===== config.mk =====
export PLATFORM = sky130hd
export DESIGN_NAME = ecg_beat_extremum
export DESIGN_NICKNAME = d
export VERILOG_FILES = /design/src/rtl/ecg_ext_pkg.sv /design/src/rtl/ecg_ext_window.sv /design/src/rtl/ecg_ext_offset.sv /design/src/rtl/ecg_ext_tracker.sv /design/src/rtl/ecg_beat_extremum.sv
export SDC_FILE = /design/constraint.sdc
export NUM_CORES = 1
export LEC_CHECK = 0
export ABC_AREA = 1
export BUFFER_PORTS_ARGS = -buffer_cell sky130_fd_sc_hd__buf_2
export CAP_MARGIN = 30
export CORE_ASPECT_RATIO = 2
export CORE_MARGIN = 8
export CORE_UTILIZATION = 55
export DETAILED_ROUTE_END_ITERATION = 8
export PLACE_DENSITY = 0.8
export SKIP_LAST_GASP = 1
export SLEW_MARGIN = 20
export SYNTH_ARGS = -nofsm -noshare
export SYNTH_HDL_FRONTEND = slang
export SYNTH_SLANG_ARGS = --single-unit

===== constraint.sdc =====
create_clock -name clk -period 8.4 [get_ports clk]
set_clock_uncertainty 0.15 [all_clocks]
set_input_delay 1.68 -clock clk [delete_from_list [all_inputs] [get_ports clk]]
set_output_delay 1.68 -clock clk [all_outputs]
set_load 0.05 [all_outputs]

===== src/rtl/ecg_ext_pkg.sv =====
package ecg_ext_pkg;

  // Which extreme a tracker follows.
  typedef enum logic {
    EXT_MAX = 1'b0,
    EXT_MIN = 1'b1
  } ext_kind_e;

  // Width of the signed difference for a given sample width.
  function automatic int diff_width(input int sample_w);
    return sample_w + 1;
  endfunction

  // Width of a position counter covering win_len entries.
  function automatic int idx_width(input int win_len);
    return (win_len <= 2) ? 1 : $clog2(win_len);
  endfunction

endpackage


===== src/rtl/ecg_ext_window.sv =====
// Window sequencing: open/close, position counter, stream handshake, done.
module ecg_ext_window #(
  parameter int WIN_LEN = 160,
  parameter int IDX_W   = 8
) (
  input  logic             clk,
  input  logic             rst_n,
  input  logic             beat_start,
  input  logic             s_valid,
  output logic             s_ready,
  output logic             accept,
  output logic             last,
  output logic [IDX_W-1:0] pos,
  output logic             done
);

  localparam logic [IDX_W-1:0] LAST_POS = IDX_W'(WIN_LEN - 1);

  logic             open_q;
  logic [IDX_W-1:0] pos_q;
  logic             done_q;

  assign s_ready = open_q & ~beat_start;
  assign accept  = s_ready & s_valid;
  assign last    = accept & (pos_q == LAST_POS);
  assign pos     = pos_q;
  assign done    = done_q;

  always_ff @(posedge clk) begin
    if (!rst_n) begin
      open_q <= 1'b0;
      pos_q  <= '0;
      done_q <= 1'b0;
    end else begin
      done_q <= last;
      if (beat_start) begin
        open_q <= 1'b1;
        pos_q  <= '0;
      end else if (accept) begin
        if (last) begin
          open_q <= 1'b0;
          pos_q  <= '0;
        end else begin
          pos_q <= pos_q + 1'b1;
        end
      end
    end
  end

  AST_POS_IN_RANGE: assert property (@(posedge clk) disable iff (!rst_n)
    pos_q <= LAST_POS);

  AST_DONE_SINGLE: assert property (@(posedge clk) disable iff (!rst_n)
    done_q |=> !done_q);

  AST_CLOSED_AT_DONE: assert property (@(posedge clk) disable iff (!rst_n)
    done_q |-> !s_ready);

  AST_STALL_HOLDS_POS: assert property (@(posedge clk) disable iff (!rst_n)
    (!beat_start && !accept) |=> $stable(pos_q));

  AST_START_OPENS: assert property (@(posedge clk) disable iff (!rst_n)
    beat_start |=> (s_ready || beat_start));

  AST_START_ZEROES_POS: assert property (@(posedge clk) disable iff (!rst_n)
    beat_start |=> (pos_q == '0));

endmodule


===== src/rtl/ecg_ext_offset.sv =====
// Baseline capture and signed difference of each sample.
module ecg_ext_offset #(
  parameter int SAMPLE_W = 12,
  parameter int DIFF_W   = 13
) (
  input  logic                     clk,
  input  logic                     rst_n,
  input  logic                     capture,
  input  logic [SAMPLE_W-1:0]      baseline_i,
  input  logic [SAMPLE_W-1:0]      sample_i,
  output logic signed [DIFF_W-1:0] diff_o
);

  logic [SAMPLE_W-1:0] base_q;

  always_ff @(posedge clk) begin
    if (!rst_n) begin
      base_q <= '0;
    end else if (capture) begin
      base_q <= baseline_i;
    end
  end

  always_comb begin
    diff_o = $signed({1'b0, sample_i}) - $signed({1'b0, base_q});
  end

  AST_BASE_HELD: assert property (@(posedge clk) disable iff (!rst_n)
    !capture |=> $stable(base_q));

  AST_BASE_TAKEN: assert property (@(posedge clk) disable iff (!rst_n)
    capture |=> (base_q == $past(baseline_i)));

endmodule


===== src/rtl/ecg_ext_tracker.sv =====
// Running extreme for one polarity, plus the published copy.
module ecg_ext_tracker
  import ecg_ext_pkg::*;
#(
  parameter ext_kind_e KIND   = EXT_MAX,
  parameter int        DIFF_W = 13,
  parameter int        IDX_W  = 8
) (
  input  logic                     clk,
  input  logic                     rst_n,
  input  logic                     clear,
  input  logic                     accept,
  input  logic                     last,
  input  logic signed [DIFF_W-1:0] diff,
  input  logic [IDX_W-1:0]         pos,
  output logic signed [DIFF_W-1:0] pub_val,
  output logic [IDX_W-1:0]         pub_idx
);

  localparam logic signed [DIFF_W-1:0] MOST_NEG = $signed({1'b1, {(DIFF_W-1){1'b0}}});
  localparam logic signed [DIFF_W-1:0] MOST_POS = $signed({1'b0, {(DIFF_W-1){1'b1}}});
  localparam logic signed [DIFF_W-1:0] SEED     = (KIND == EXT_MAX) ? MOST_NEG : MOST_POS;

  logic signed [DIFF_W-1:0] run_val;
  logic [IDX_W-1:0]         run_idx;
  logic                     better;
  logic signed [DIFF_W-1:0] next_val;
  logic [IDX_W-1:0]         next_idx;

  // Strict comparison keeps the earlier position on a tie.
  generate
    if (KIND == EXT_MAX) begin : g_max
      assign better = (diff > run_val);
    end else begin : g_min
      assign better = (diff < run_val);
    end
  endgenerate

  always_comb begin
    next_val = better ? diff : run_val;
    next_idx = better ? pos  : run_idx;
  end

  always_ff @(posedge clk) begin
    if (!rst_n) begin
      run_val <= SEED;
      run_idx <= '0;
      pub_val <= '0;
      pub_idx <= '0;
    end else begin
      if (clear) begin
        run_val <= SEED;
        run_idx <= '0;
      end else if (accept) begin
        run_val <= next_val;
        run_idx <= next_idx;
        if (last) begin
          pub_val <= next_val;
          pub_idx <= next_idx;
        end
      end
    end
  end

  generate
    if (KIND == EXT_MAX) begin : g_amax
      AST_RUN_MONOTONE: assert property (@(posedge clk) disable iff (!rst_n)
        (!clear && !last) |=> (run_val >= $past(run_val)));
    end else begin : g_amin
      AST_RUN_MONOTONE: assert property (@(posedge clk) disable iff (!rst_n)
        (!clear && !last) |=> (run_val <= $past(run_val)));
    end
  endgenerate

  AST_IDLE_HOLDS_RUN: assert property (@(posedge clk) disable iff (!rst_n)
    (!clear && !accept) |=> ($stable(run_val) && $stable(run_idx)));

endmodule


===== src/rtl/ecg_beat_extremum.sv =====
// Top: per-window largest and smallest baseline-relative excursion.
module ecg_beat_extremum
  import ecg_ext_pkg::*;
#(
  parameter  int SAMPLE_W = 12,
  parameter  int WIN_LEN  = 160,
  localparam int DIFF_W   = SAMPLE_W + 1,
  localparam int IDX_W    = (WIN_LEN <= 2) ? 1 : $clog2(WIN_LEN)
) (
  input  logic                     clk,
  input  logic                     rst_n,
  input  logic                     beat_start,
  input  logic [SAMPLE_W-1:0]      baseline,
  input  logic                     s_valid,
  output logic                     s_ready,
  input  logic [SAMPLE_W-1:0]      s_sample,
  output logic                     done,
  output logic signed [DIFF_W-1:0] max_val,
  output logic [IDX_W-1:0]         max_idx,
  output logic signed [DIFF_W-1:0] min_val,
  output logic [IDX_W-1:0]         min_idx
);

  localparam int N_KIND = 2;

  logic                     accept;
  logic                     last;
  logic [IDX_W-1:0]         pos;
  logic signed [DIFF_W-1:0] diff;
  logic signed [DIFF_W-1:0] ext_val [N_KIND];
  logic [IDX_W-1:0]         ext_idx [N_KIND];

  ecg_ext_window #(
    .WIN_LEN (WIN_LEN),
    .IDX_W   (IDX_W)
  ) u_window (
    .clk        (clk),
    .rst_n      (rst_n),
    .beat_start (beat_start),
    .s_valid    (s_valid),
    .s_ready    (s_ready),
    .accept     (accept),
    .last       (last),
    .pos        (pos),
    .done       (done)
  );

  ecg_ext_offset #(
    .SAMPLE_W (SAMPLE_W),
    .DIFF_W   (DIFF_W)
  ) u_offset (
    .clk        (clk),
    .rst_n      (rst_n),
    .capture    (beat_start),
    .baseline_i (baseline),
    .sample_i   (s_sample),
    .diff_o     (diff)
  );

  generate
    for (genvar k = 0; k < N_KIND; k++) begin : g_track
      ecg_ext_tracker #(
        .KIND   ((k == 0) ? EXT_MAX : EXT_MIN),
        .DIFF_W (DIFF_W),
        .IDX_W  (IDX_W)
      ) u_track (
        .clk     (clk),
        .rst_n   (rst_n),
        .clear   (beat_start),
        .accept  (accept),
        .last    (last),
        .diff    (diff),
        .pos     (pos),
        .pub_val (ext_val[k]),
        .pub_idx (ext_idx[k])
      );
    end
  endgenerate

  assign max_val = ext_val[0];
  assign max_idx = ext_idx[0];
  assign min_val = ext_val[1];
  assign min_idx = ext_idx[1];

  AST_RESULTS_HELD: assert property (@(posedge clk) disable iff (!rst_n)
    !done |-> ($stable(max_val) && $stable(max_idx) &&
               $stable(min_val) && $stable(min_idx)));

  AST_MAX_NOT_BELOW_MIN: assert property (@(posedge clk) disable iff (!rst_n)
    done |-> (max_val >= min_val));

  AST_IDX_LEGAL: assert property (@(posedge clk) disable iff (!rst_n)
    done |-> ((max_idx < IDX_W'(WIN_LEN)) && (min_idx < IDX_W'(WIN_LEN))));

endmodule


# After elaboration in Yosys (flattened, before gate mapping)
# Cells that the tools add are included.
[totals]
regBits = 106
input_bits = 28
[classes]
n_addsub = 2
magnitude_cmp = 2
n_eq_ne = 1
muxes = 8
bitwise_logic = 5
reduce_logical = 5
[op_table]
columns = ["op", "count"]
rows = [
  ["$mux W13", 2],
  ["$mux W8", 3],
  ["$gt A13 B13 Y1", 1],
  ["$lt A13 B13 Y1", 1],
  ["$sub A12 B12 Y13", 1],
  ["$add A8 B1 Y8 const B", 1],
  ["$eq A8 B8 Y1 const B", 1],
  ["$reduce_bool A2 Y1", 2],
  ["$and A1 B1 Y1", 3],
  ["$mux W1", 3],
  ["$reduce_and A3 Y1", 1],
  ["$not A1 Y1", 2],
  ["$reduce_and A2 Y1", 1],
  ["$reduce_or A2 Y1", 1],
]

# Logic depth before layout (Yosys ltp)
# Gate-level depths: netlist of the first run.
[logic_depth]
ltp_word = 7
ltp_mapped = 24
ltp_nobuf = 23

# By module
# From an unflattened synthesis of the first run, not the netlist that was laid out.
[hier_totals]
cells_unflattened = 997
area_unflattened_um2 = 6436.2
[modules_own_cells]
columns = ["mod", "n_inst", "cells_each", "area_per_inst_um2", "seq_area_each_um2"]
rows = [
  ["ecg_ext_tracker (g_track[0].u_track)", 1, 375, 2423.6, 840.8],
  ["ecg_ext_tracker (g_track[1].u_track)", 1, 371, 2414.8, 840.8],
  ["ecg_ext_offset", 1, 186, 1119.8, 240.2],
  ["ecg_ext_window", 1, 65, 478.0, 200.2],
]

# Worst setup path before layout of the first run
# Ideal clock, no wire load.
[synth_path]
path_type = "in2reg"
startpoint = "input port s_sample[0]"
endpoint = "register g_track[0].u_track.run_val[12]"
arrival_time_ps = 4249
path_slack_ps = 3892
stages = 21
n_path_buf = 1
cell_sequence = "inv_1 -> ha_1 -> fa_1 -> o21ai_0 -> nand2_1 -> nand2_1 -> a21oi_1 -> ha_1 -> nand2_1 -> inv_1 -> nand2_1 -> nand2_1 -> a21oi_1 -> nand2_1 -> nand2_1 -> nand2_2 -> buf_4 -> nand3_1 -> nand3_1 -> nand2_1 -> inv_1"
[synth_between]
elab_chain_len = 3
[synth_lines]
columns = ["item", "line", "rtl"]
rows = [
  ["start, declared", "ecg_beat_extremum.sv:16", "input logic [SAMPLE_W-1:0] s_sample,"],
  ["$sub A12 B12 Y13 *", "ecg_ext_offset.sv:25", "diff_o = $signed({1'b0, sample_i}) - $signed({1'b0, base_q});"],
  ["$gt A13 B13 Y1", "ecg_ext_tracker.sv:33", "assign better = (diff > run_val);"],
  ["$mux W13 *", "ecg_ext_tracker.sv:40", "next_val = better ? diff : run_val;"],
  ["end signal, assigned", "ecg_ext_tracker.sv:55", "run_val <= next_val;"],
  ["end, declared", "ecg_ext_tracker.sv:24", "logic signed [DIFF_W-1:0] run_val;"],
]
# Mark *: on every way between the ends. The rest lies on a longest branch, timed or not.
# A chain may end at the register's enable or synchronous reset.

# Worst setup path after layout of the first run
[layout_path]
startpoint = "input port s_sample[0]"
endpoint = "register g_track[0].u_track.pub_val[8]"
[layout_between]
elab_chain_len = 3
[layout_lines]
columns = ["item", "line", "rtl"]
rows = [
  ["$sub A12 B12 Y13 *", "ecg_ext_offset.sv:25", ""],
  ["$gt A13 B13 Y1", "ecg_ext_tracker.sv:33", ""],
  ["$mux W13 *", "ecg_ext_tracker.sv:40", ""],
  ["end signal, assigned", "ecg_ext_tracker.sv:58", "pub_val <= next_val;"],
  ["end, declared", "ecg_ext_tracker.sv:16", "output logic signed [DIFF_W-1:0] pub_val,"],
]
# Marked as above.

==> impl_metrics.toml, run 1 <==
[cts]
clock_latency_ns = 0.36
cts_buffers = 9
clockBufferDepth = 2
cts_hold_buffers = 0
cts_resized = 0
tritoncts = "yes"
post_cts_buffers = 0
clock-sinks = 106
cts_root_buf = "clkbuf_16"
clk_pin_slew_worst_paths_ns = 0.08
htree_levels = 3

[synth]
netlist_area_um2 = 6193
syn_nets = 1004
synth.distinct_cells = 33
synth.yosys.warnings = 0
yosysSeqAreaShare_pct = 34.26
synth_seq_cells = 106
synthCells = 937
syn_avg_cell_area_um2 = 6.610

[routing]
vias = 5934
drt_iter0_drc = 323
wl_mm = 15.13
final_antenna_net_count = 0
drt-pass1-iter-count = 5
vias_per_cell = 5.256
drc = 0
routedWlPerCell_um = 13.40

[setup_path]
path_max_fanout = 40
cp-end-kind = "register"
worstSetupPathType = "in2reg"
crit_required_ns = 8.51
arrival_ns = 5.50
start_kind = "input pin"

[sta]
finalCriticalPeriod_ns = 5.387
final_max_slew_viol_count = 0
setup-violations-final = 0
grt_setup_unrepaired = "no"
tightestPinTransition_ns = 0.8896
tns_ns = 0
final.period_utilization_pct = 64.13
final_hold_viol_count = 0
max_freq_ghz = 0.1856
relSlewSlack_pct = 40.70

[finish]
layout-drive-gt1-share_pct = 10.33
antennaDiodeCount = 0
final_nets = 1049
area_growth_pct = 10.61

[power]
p_leak_nw = 3.672
fin_total_pwr_mw = 1.273
max-vdd-ir-drop_v = 0.0001200
power.density_nw_per_um2 = 185.8

[placement]
dp_hpwl_mm = 10.75
io_buffers = 71
gp_congestion = 0.9034

[global_route]
grt_pass1_wl_mm = 25.53
grt-ovfl-total = 0
antenna_found_initial = 0
grt_pass1_vias = 5669
track_usage_pct = 20.16
grt_max_degree = 84

[floorplan]
dieWidth_um = 91.04
die_y_um = 166.1
io_pins = 72
start_util_pct = 55.56
core_um2 = 11150
dieArea_um2 = 15120
rows = 55

[worst_hold_path]
worstHoldPathType = "reg2reg"

[flow_run]
cap_violations = 0

[outcome]
outcome = "finished clean"
layer usage:
metal,GRT usage [%],part of all wire (%),vias to the layer above
li1,-,-,3038
met1,22.96,42,2710
met5,0,0,-
met3,3.667,4.8,33
met2,34.10,48,153
met4,11.63,4.6,0
worst paths after layout:
kind                                         to  cells past startpoint  slack [ns]                           from
hold / removal    g_track[1].u_track.run_idx[6]                      2        0.31  g_track[1].u_track.run_idx[6]
hold reg to reg   g_track[1].u_track.run_idx[6]                      2        0.31  g_track[1].u_track.run_idx[6]
setup / recovery  g_track[0].u_track.pub_val[8]                     22        3.01                    s_sample[0]
setup reg to reg  g_track[0].u_track.pub_val[8]                     18        4.13             u_offset.base_q[5]
flip-flops by register name (all words and copies together), names as in the netlist:
| register | cells |
|---|---|
| g_track.u_track.pub_val | 26 |
| u_window.pos | 8 |
| u_window.open_q | 1 |
| g_track.u_track.run_val | 26 |
| g_track.u_track.run_idx | 16 |
| u_offset.base_q | 12 |
| g_track.u_track.pub_idx | 16 |
| u_window.done | 1 |
Yosys cell counts, drive strengths merged:
library cell,count,area [um2]
a31oi,1,6.260
o21bai,2,15.01
o21ai,39,195.2
xor2,4,35.03
buf,26,175.2
nand3b,6,45.04
fa,1,20.02
a21oi,27,135.1
o21a,41,307.8
xnor2,1,8.760
nor3,3,20.02
inv,164,615.6
nor4,1,6.260
nand2,290,1094
nand3,132,665.6
clkbuf,16,60.06
ha,38,475.5
nor3b,2,15.01
dfxtp,106,2122
or2,2,12.51
nand4,5,31.28
o22ai,1,6.260
and2,2,12.51
nor2,27,113.9
report_power, final:
| group | total, mW | switching (mW) | internal (mW) |
|---|---|---|---|
| Clock | 0.444 | 0.207 | 0.237 |
| Sequential | 0.513 | 0.00320 | 0.510 |
| Combinational | 0.316 | 0.221 | 0.0945 |
layout make-up:
cell class                 instances  area [um2]
timing repair buffer              76       405.4
clock inverter                     7       83.83
tap                              142       177.7
sequential                       106        2122
inverter                         164       615.6
clock buffer                       9       225.2
fill                            1100        4298
multi-input combinational        625        3221
metrics by stage:
stage	hold slack [ns]	utilization [%]	instances	worst slack (ns)	area, um2
2_1_floorplan	0.2762	-	937	3.892	6193
3_3_place_gp	0.2853	58.50	1112	2.831	6521
3_5_place_dp	0.2991	58.50	1112	2.728	6521
4_1_cts	0.3118	61.27	1128	3.049	6830
5_1_grt	0.3263	61.45	1129	2.627	6850
6_report	0.3107	61.45	1129	3.013	6850
cell families after synthesis:
kind of cell,Yosys count,share of synthesized area (%)
adders and majority gates,39,8.000
buffers and inverters,206,13.74
AOI/OAI and AO/OA,111,10.75
and+or+nand+nor,470,32.55
DFF,106,34.26
xor gates and xnor gates,5,0.7070
cell usage in the layout, fill, tap and decap left out, types with 2 or more instances in the layout:
cell type	count
and2_1	2
a21oi_1	27
inv_1	163
nor2_1	24
nand3_1	131
nor3b_1	2
buf_4	4
nand3b_1	6
ha_1	38
inv_8	2
o21ai_0	38
nand2_1	288
o21bai_1	2
nor3_1	2
nor2_2	2
dfxtp_1	106
buf_2	71
nand4_1	5
clkinv_4	2
o21a_1	41
nand2_2	2
clkbuf_16	9
xor2_1	4
or2_2	2
worst max-delay path, cell delays in order:
cell and delay (ns):
buf_2 0.07, inv_1 0.04, ha_1 0.21, fa_1 0.42
o21ai_0 0.35, nand2_1 0.15, nand2_1 0.11, nand2_1 0.05
nand2_1 0.25, ha_1 0.31, nand2_1 0.10, inv_1 0.04
nand2_1 0.05, nand2_1 0.05, a21oi_1 0.23, nand2_1 0.12
nand2_1 0.10, nand3_2 0.60, nand2_1 0.28, nand3_1 0.11
nand2_1 0.11, inv_1 0.04
No activity file was read; power rests on OpenSTA's default activity.
==> run 2: changes to the inputs <==
--- a/config.mk
+++ b/config.mk
@@ -5,12 +5,12 @@
 export SDC_FILE = /design/constraint.sdc
 export NUM_CORES = 1
 export LEC_CHECK = 0
-export ABC_AREA = 1
+export ABC_AREA = 0
 export BUFFER_PORTS_ARGS = -buffer_cell sky130_fd_sc_hd__buf_2
 export CAP_MARGIN = 30
 export CORE_ASPECT_RATIO = 2
 export CORE_MARGIN = 8
-export CORE_UTILIZATION = 55
+export CORE_UTILIZATION = 52
 export DETAILED_ROUTE_END_ITERATION = 8
 export PLACE_DENSITY = 0.8
 export SKIP_LAST_GASP = 1
==> constraint.sdc (replaced) <==
create_clock -name clk -period 4.8 [get_ports clk]
set_clock_uncertainty 0.15 [all_clocks]
set_input_delay 0.96 -clock clk [delete_from_list [all_inputs] [get_ports clk]]
set_output_delay 0.96 -clock clk [all_outputs]
set_load 0.05 [all_outputs]
==> impl_metrics.toml, run 2 <==
[routing]
wl_mm = 14.38
met3WireLength_um = 672
final_antenna_net_count = 0
drt-pass1-iter-count = 5
wl_met2_mm = 7.373
vias_per_cell = 5.704
vias = 4974
drt_iter0_drc = 339
highest_layer = "met4"
drc = 0
routedWlPerCell_um = 16.49
routedLengthMet1_mm = 5.546

[floorplan]
dieArea_um2 = 13940
rows = 52
dieWidth_um = 87.58
die_y_um = 159.1
core_um2 = 10020
start_util_pct = 53.17
io_pins = 72

[cts]
clk_pin_slew_worst_paths_ns = 0.07
htree_levels = 3
clock-sinks = 106
cts_buffers = 9
clockBufferDepth = 2
cts_root_buf = "clkbuf_16"
tritoncts = "yes"
clock_latency_ns = 0.35
cts_hold_buffers = 0

[placement]
dp_hpwl_mm = 10.94
gp_congestion = 0.9246
placed_cell_area_um2 = 6032
io_buffers = 71
pre_cts_ws_ns = -0.006732

[global_route]
grt_max_degree = 42
antenna_found_initial = 0
grt-ovfl-total = 0
track_usage_pct = 21.31
grt_pass1_wl_mm = 23.85
grt_pass1_vias = 4957

[sta]
max_freq_ghz = 0.2248
finalCriticalPeriod_ns = 4.448
relSlewSlack_pct = 50.77
setup-violations-final = 0
fin_hold_ws_ns = 0.3094
setup_slack_ns = 0.3522
tns_ns = 0
tightestPinTransition_ns = 0.7377
grt_setup_unrepaired = "yes"
final_hold_viol_count = 0
final_max_slew_viol_count = 0
final.period_utilization_pct = 92.66

[finish]
final_cell_mix = "dfxtp_1 (106), nor2_1 (76), buf_2 (71)"
regArea_um2 = 2122
fill_cells = 888
final_common_cell = "dfxtp_1"
area_growth_pct = 19.00
multi_input_area_um2 = 2883
final_util_pct = 63.27
reg_top3 = "g_track.u_track.pub_val: 26 flops, g_track.u_track.run_val: 26 flops"
antennaDiodeCount = 0
layout-drive-gt1-share_pct = 17.37
final_nets = 799
finish.instance_area_um2 = 6340

[synth]
synth_most_common_cell = "dfxtp_1"
synth-edff-count = 0
syn_nets = 719
synth_seq_cells = 106
synth.yosys.warnings = 0
ys_top_cells_by_area = "dfxtp_1 (40%), ha_1 (8.9%), nor2_1 (5.4%)"
synthCells = 652
synth_common_cells = "dfxtp_1 (106), nor2_1 (76), nand2_1 (60), a21oi_1 (49), inv_1 (42)"
synth_top_area_share_pct = 39.83
netlist_area_um2 = 5328
yosysSeqAreaShare_pct = 39.83
synth_ff_type = "dfxtp_1"
synth-async-reset-ratio_pct = 0
synth.distinct_cells = 44
yosys.area.top_type = "dfxtp_1"
syn_avg_cell_area_um2 = 8.171

[setup_path]
crit_required_ns = 4.88
rr_worst_depth = 16
crit_chain = "buf_2, inv_1, ha_1, fa_1, nand2b_1, a21oi_1, buf_4, a31oi_1, xnor2_1, ha_1, a21oi_1, nor3_1, a311o_1, o32ai_4, buf_4, nand2_1, nand2_1, a21oi_1"
start_kind = "input pin"
worstSetupPathType = "in2reg"
crit_family = "compound AO/OA/AOI/OAI gates"
path_common_cell = "a21oi_1"
max_stage_delay_ns = 0.41
cp_slowest_cell = "fa_1"
arrival_ns = 4.52
crit_cells = 18
cp-end-kind = "register"
path_max_fanout = 10
critPathBufInv = 4

[outcome]
outcome = "finished clean"

[worst_hold_path]
whs_path_depth = 2
worstHoldPathType = "reg2reg"

[power]
p_leak_nw = 2.840
max-vdd-ir-drop_v = 0.0003014
power.density_nw_per_um2 = 328.0

[flow_run]
cap_violations = 0
-- run 2: cell type report --
cell class / instances / share of cell area [%]
multi-input cells: 461 / 45.47
flip-flops and latches: 106 / 33.47
repair buffers: 112 / 11.11
clock buffers: 10 / 3.612
well taps: 135 / 2.664
inverters: 42 / 2.487
clock inverters: 6 / 1.184
-- run 2: repair_timing --
action | 4_1_cts | 5_1_grt
gates resized for setup | 0 | 1
hold endpoints to repair | 0 | 0
setup endpoints to repair | 0 | 1
setup buffers | 0 | 0
-- run 2: path summary, 6_finish.rpt --
check	startpoint	end	slack, ns
hold / removal	g_track[1].u_track.run_idx[4]	g_track[1].u_track.run_idx[4]	0.31
hold reg to reg	g_track[1].u_track.run_idx[4]	g_track[1].u_track.run_idx[4]	0.31
setup reg to reg	u_offset.base_q[0]	g_track[1].u_track.run_idx[7]	0.76
setup / recovery	s_sample[0]	g_track[1].u_track.run_idx[7]	0.35
-- run 2: layer usage --
metal,vias up,GRT usage [%]
met5,-,0
met4,0,12.23
met3,51,4.498
met2,179,36.78
met1,2305,22.83
li1,2439,-
-- run 2: cells by family (layout without fill, tap and decap cells) --
family | Yosys count | in the layout | synth area share, %
flip-flops | 106 | 106 | 39.83
AO/OA/AOI/OAI | 162 | 162 | 18.88
XOR/XNOR | 13 | 13 | 2.137
multiplexers | 28 | 28 | 5.261
buffers and inverters | 85 | 170 | 6.271
adder cells (fa/ha/maj) | 39 | 39 | 9.300
AND/OR/NAND/NOR | 219 | 219 | 18.32
-- run 2: worst min-delay path: cells and delay by family (launching register included) --
| family | cells | cell delay (ns) |
|---|---|---|
| AO/OA/AOI/OAI | 1 | 0.05 |
| AND/OR/NAND/NOR | 1 | 0.05 |
| flip-flops | 1 | 0.31 |
-- run 2: power breakdown --
part | switching, mW | leakage [nW] | total [mW] | internal, mW
registers | 0.00602 | 0.857 | 0.895 | 0.889
logic | 0.258 | 1.84 | 0.439 | 0.181
clock network | 0.335 | 0.145 | 0.746 | 0.411
-- run 2: stage by stage --
step | instances | power (mW)
final | 872 | 2.080
after floorplan | 652 | 1.177
after global routing | 872 | 2.174
after CTS | 872 | 2.083
after detailed placement | 856 | 1.344
after global placement | 856 | 1.331
